==> src/rtl/accum_alu_pkg.sv <==
package accum_alu_pkg;

    localparam int DATA_W = 16;
    localparam int OP_W   = 6;

    typedef enum logic [OP_W-1:0] {
        OPC_ADD  = 6'b000001,
        OPC_SUB  = 6'b000010,
        OPC_AND  = 6'b000011,
        OPC_OR   = 6'b000100,
        OPC_NOT  = 6'b000101,
        OPC_SHL  = 6'b000110,
        OPC_SHR  = 6'b000111,
        OPC_INC  = 6'b001000,
        OPC_DEC  = 6'b001001
    } opc_e;

    // Which functional unit delivers the result
    typedef enum logic [1:0] {
        UNIT_ARITH = 2'd0,
        UNIT_LOGIC = 2'd1,
        UNIT_SHIFT = 2'd2,
        UNIT_PASS  = 2'd3
    } unit_e;

    function automatic unit_e unit_of(input logic [OP_W-1:0] op);
        unit_e u;
        case (op)
            OPC_ADD, OPC_SUB, OPC_INC, OPC_DEC: u = UNIT_ARITH;
            OPC_AND, OPC_OR, OPC_NOT:           u = UNIT_LOGIC;
            OPC_SHL, OPC_SHR:                   u = UNIT_SHIFT;
            default:                            u = UNIT_PASS;
        endcase
        return u;
    endfunction

    // Operations whose result never depends on the memory word
    function automatic logic is_unary(input logic [OP_W-1:0] op);
        return (op == OPC_NOT) || (op == OPC_SHL) || (op == OPC_SHR) ||
               (op == OPC_INC) || (op == OPC_DEC);
    endfunction

endpackage

==> src/rtl/accum_alu_arith.sv <==
module accum_alu_arith
    import accum_alu_pkg::*;
#(
    parameter int W   = DATA_W,
    parameter int OPW = OP_W
) (
    input  logic [W-1:0]   a,
    input  logic [W-1:0]   b,
    input  logic [OPW-1:0] op,
    output logic [W-1:0]   sum,
    output logic           carry
);
    localparam logic [W-1:0] ONE = W'(1);

    logic          use_const;
    logic          invert;
    logic [W-1:0]  b_sel;
    logic [W-1:0]  b_eff;
    logic [W:0]    ext;

    // One adder shared: add, a + ~b + 1, a + 1, a + ~1 + 1
    always_comb begin
        use_const = (op == OPC_INC) || (op == OPC_DEC);
        invert    = (op == OPC_SUB) || (op == OPC_DEC);
        b_sel     = use_const ? ONE : b;
        b_eff     = invert ? ~b_sel : b_sel;
        ext       = {1'b0, a} + {1'b0, b_eff} + {{W{1'b0}}, invert};
        sum       = ext[W-1:0];
        // Subtract forms report borrow: inverted carry out
        carry     = invert ? ~ext[W] : ext[W];
    end
endmodule

==> src/rtl/accum_alu_logic.sv <==
module accum_alu_logic
    import accum_alu_pkg::*;
#(
    parameter int W   = DATA_W,
    parameter int OPW = OP_W
) (
    input  logic [W-1:0]   a,
    input  logic [W-1:0]   b,
    input  logic [OPW-1:0] op,
    output logic [W-1:0]   res
);
    always_comb begin
        case (op)
            OPC_AND: res = a & b;
            OPC_OR:  res = a | b;
            default: res = ~a;
        endcase
    end
endmodule

==> src/rtl/accum_alu_shift.sv <==
module accum_alu_shift
    import accum_alu_pkg::*;
#(
    parameter int W   = DATA_W,
    parameter int OPW = OP_W
) (
    input  logic [W-1:0]   a,
    input  logic [OPW-1:0] op,
    output logic [W-1:0]   res,
    output logic           out_bit
);
    logic left;

    always_comb begin
        left    = (op == OPC_SHL);
        res     = left ? {a[W-2:0], 1'b0} : {1'b0, a[W-1:1]};
        out_bit = left ? a[W-1] : a[0];
    end
endmodule

==> src/rtl/accum_alu.sv <==
module accum_alu
    import accum_alu_pkg::*;
#(
    parameter int W   = DATA_W,
    parameter int OPW = OP_W
) (
    input  logic [W-1:0]   acc_in,
    input  logic [W-1:0]   mem_opnd,
    input  logic [OPW-1:0] opcode,
    output logic [W-1:0]   acc_out,
    output logic           flag_zero,
    output logic           flag_neg,
    output logic           flag_carry
);
    typedef struct packed {
        logic [W-1:0] value;
        logic         carry;
    } res_t;

    logic [W-1:0] ar_sum;
    logic         ar_c;
    logic [W-1:0] lg_res;
    logic [W-1:0] sh_res;
    logic         sh_c;
    res_t         sel;
    unit_e        unit;

    accum_alu_arith #(.W(W), .OPW(OPW)) u_arith (
        .a(acc_in), .b(mem_opnd), .op(opcode), .sum(ar_sum), .carry(ar_c)
    );

    accum_alu_logic #(.W(W), .OPW(OPW)) u_logic (
        .a(acc_in), .b(mem_opnd), .op(opcode), .res(lg_res)
    );

    accum_alu_shift #(.W(W), .OPW(OPW)) u_shift (
        .a(acc_in), .op(opcode), .res(sh_res), .out_bit(sh_c)
    );

    always_comb begin
        unit = unit_of(opcode);
        case (unit)
            UNIT_ARITH: sel = '{value: ar_sum, carry: ar_c};
            UNIT_LOGIC: sel = '{value: lg_res, carry: 1'b0};
            UNIT_SHIFT: sel = '{value: sh_res, carry: sh_c};
            default:    sel = '{value: acc_in, carry: 1'b0};
        endcase
    end

    assign acc_out    = sel.value;
    assign flag_carry = sel.carry;
    assign flag_zero  = (sel.value == '0);
    assign flag_neg   = sel.value[W-1];
endmodule

==> config.mk <==
export PLATFORM = sky130hd
export DESIGN_NAME = accum_alu
export DESIGN_NICKNAME = d
export VERILOG_FILES = /design/src/rtl/accum_alu_pkg.sv /design/src/rtl/accum_alu_arith.sv /design/src/rtl/accum_alu_logic.sv /design/src/rtl/accum_alu_shift.sv /design/src/rtl/accum_alu.sv
export SDC_FILE = /design/constraint.sdc
export NUM_CORES = 1
export LEC_CHECK = 0
export BUFFER_PORTS_ARGS = -buffer_cell sky130_fd_sc_hd__buf_2
export CAP_MARGIN = 20
export CELL_PAD_IN_SITES_DETAIL_PLACEMENT = 1
export CELL_PAD_IN_SITES_GLOBAL_PLACEMENT = 1
export CORE_UTILIZATION = 35
export DETAILED_ROUTE_END_ITERATION = 6
export PLACE_DENSITY_LB_ADDON = 0.1
export SYNTH_ARGS = -nofsm -noshare
export SYNTH_HDL_FRONTEND = slang
export SYNTH_HIERARCHICAL = 1
export SYNTH_SLANG_ARGS = --single-unit
==> constraint.sdc <==
create_clock -name vclk -period 4.4
set_clock_uncertainty 0.15 [all_clocks]
set_input_delay 0.22 -clock vclk [all_inputs]
set_output_delay 0.22 -clock vclk [all_outputs]
set_load 0.02 [all_outputs]
==> flow_summary.json <==
{
  "hpwl_um": 7310,
  "p_int_uw": 174,
  "hold_viol_final": 0,
  "wirelength_um": 10400,
  "drive_gt1_share_pct": 35.8,
  "start_util_pct": 36.3,
  "drt_first_pass_iters": 6,
  "finalSetupViolCount": 0,
  "min_period_ps": 4270,
  "seq_power_share_pct": 0,
  "track_usage_pct": 25.0,
  "crit_chain": "buf_2 > nor3_4 > buf_4 > nor4b_4 > nor2_1 > fa_1 > nand2b_4 > a21oi_4 > o21ai_1 > a21oi_2 > nor3_1 > or3_1 > a222oi_1 > mux2i_1 > nor4_2 > and4_1 > buf_6",
  "grt-ovfl-total": 0,
  "nNetsFinal": 468,
  "holdPathStages": 4,
  "ios": 57,
  "grt_start_max_net_pins": 33,
  "max_clock_freq_ghz": 0.234,
  "final_area_mm2": 0.00332,
  "min_to": "acc_out[4]",
  "synth_area_per_cell_um2": 7.74,
  "hold_path_class": "in2out",
  "arrival_ps": 3900,
  "layout_common_cells": "buf_2 (55), buf_4 (30), a21oi_1 (27), inv_1 (24)",
  "nFlopsAndLatches": 0,
  "slew_violations": 0,
  "met2_wirelength_um": 5270,
  "ir_worst_vdd_v": 0.0000464,
  "holdWs_ps": 726,
  "cp-end-kind": "output port",
  "top_layer": "met5",
  "dieArea_mm2": 0.00787,
  "detail-route-antenna-nets": 0,
  "synthToLayoutAreaGrowth_pct": 26.4,
  "insertedDiodeCount": 0,
  "grt_pass1_vias": 2928,
  "crit_required_ps": 4030,
  "crit_start": "opcode[4]",
  "dp_slack_ps": -204,
  "ctsHoldBuffers": 0,
  "power.density_mw_per_mm2": 123,
  "grt_pass1_wl_um": 15400,
  "path_class": "in2out",
  "yosys_warnings": 6,
  "p_leak_nw": 1.52,
  "n_clock_buffer": 0,
  "antenna_found_initial": 1,
  "synth_area_mm2": 0.00263,
  "drc_errors": 0,
  "combPwrFrac_pct": 100.0,
  "drtIter0Drc": 173,
  "ys_seq_area_share_pct": 0,
  "cap_violations": 0,
  "layout.cells.most_common": "buf_2",
  "cp_max_fo": 3,
  "fin_ws_ps": 135,
  "worstMarginPinSlew_ps": 589,
  "yosys.cell_types.count": 63,
  "core_mm2": 0.00725,
  "cpLargestDelayFamily": "simple AND/OR/NAND/NOR gates",
  "row_count": 31,
  "finalPower_uw": 408,
  "period_share_pct": 96.9,
  "critPathMaxStageDelay_ps": 420,
  "fp.dieH_um": 88.7,
  "yosysTopAreaCell": "ha_1",
  "die_w_um": 88.7,
  "critical_path_buf_inv_count": 3,
  "viasPerCell": 5.93,
  "synth_area_leaders": "ha_1 (7.6%), xor2_1 (7.0%), and4b_1 (6.1%), mux2i_1 (6.1%), a21oi_1 (5.9%)",
  "met3_length_um": 360,
  "drt-met1-wl_um": 4640,
  "gp_congestion": 0.821,
  "syn_nets": 395,
  "fillers": 931,
  "synth_top_area_share_pct": 7.61,
  "cp_slowest_cell": "fa_1",
  "port_buffers": 57,
  "max_slew_margin_pct": 60.7,
  "p_sw_uw": 234,
  "wire_per_inst_um": 20.3,
  "worstSetupPathDepth": 17,
  "postPlaceCellArea_mm2": 0.00304,
  "final_util_pct": 45.8,
  "p_clk_share_pct": 0,
  "swShare_pct": 57.3,
  "multi_input_area_mm2": 0.00249,
  "hold_path.startpoint": "acc_in[4]",
  "status": "complete, no violations",
  "start_kind": "input port",
  "num_vias": 3023,
  "seq_area_um2": 0,
  "postSynthCellCount": 340
}
layer usage:
metal | vias up | track usage [%]
li1 | 1447 | -
met1 | 1495 | 32.5
met2 | 69 | 46.9
met3 | 10 | 1.68
met4 | 2 | 2.05
met5 | - | 0
layout make-up:
class / instances / area share [%]
inverter: 24 / 2.71
multi-input combinational: 296 / 75.0
tap: 99 / 3.73
timing repair buffer: 91 / 18.6
logic make-up (layout without fill, tap and decap cells):
family | after synthesis | after routing | synth area share (%)
xor+xnor | 28 | 28 | 9.32
compound gates | 115 | 115 | 32.3
simple gates | 105 | 105 | 26.5
fa+ha+maj | 17 | 17 | 8.37
mux | 31 | 31 | 13.7
buf+inv | 44 | 115 | 9.94
how the worst max path moves through the flow:
stage                     end
finish              flag_zero
global route        flag_zero
CTS                 flag_zero
detailed placement  flag_zero
global placement    flag_zero
floorplan           flag_zero
synthesized netlist by cell type (5+ instances only):
master and count:
a21oi_1 31, a222oi_1 15, a22oi_1 17, and4b_1 16, clkbuf_1 5, ha_1 16, inv_1 24, mux2_2 7
mux2_4 8, mux2i_1 16, nand2_1 27, nand2b_1 7, nor2_1 15, o21ai_0 25, or3_1 5, xnor2_1 7
xor2_1 21
power by group through the flow:
stage	Sequential (mW)	Clock (mW)	Combinational, mW
final	0	0	0.408
after global routing	0	0	0.442
after CTS	0	0	0.374
after detailed placement	0	0	0.364
after global placement	0	0	0.360
after floorplan	0	0	0.250
repair_timing:
item	4_1_cts	5_1_grt
resized for setup	6	28
setup buffers	1	12
cloned	0	1
pin swaps	2	21
setup endpoints to repair	1	1
through the flow:
stage,cells,setup TNS (ps)
6_report,510,0
4_1_cts,497,0
3_5_place_dp,496,-204
3_3_place_gp,496,-23.7
5_1_grt,510,-101
2_1_floorplan,340,0
(Power assumes the default switching activity.)
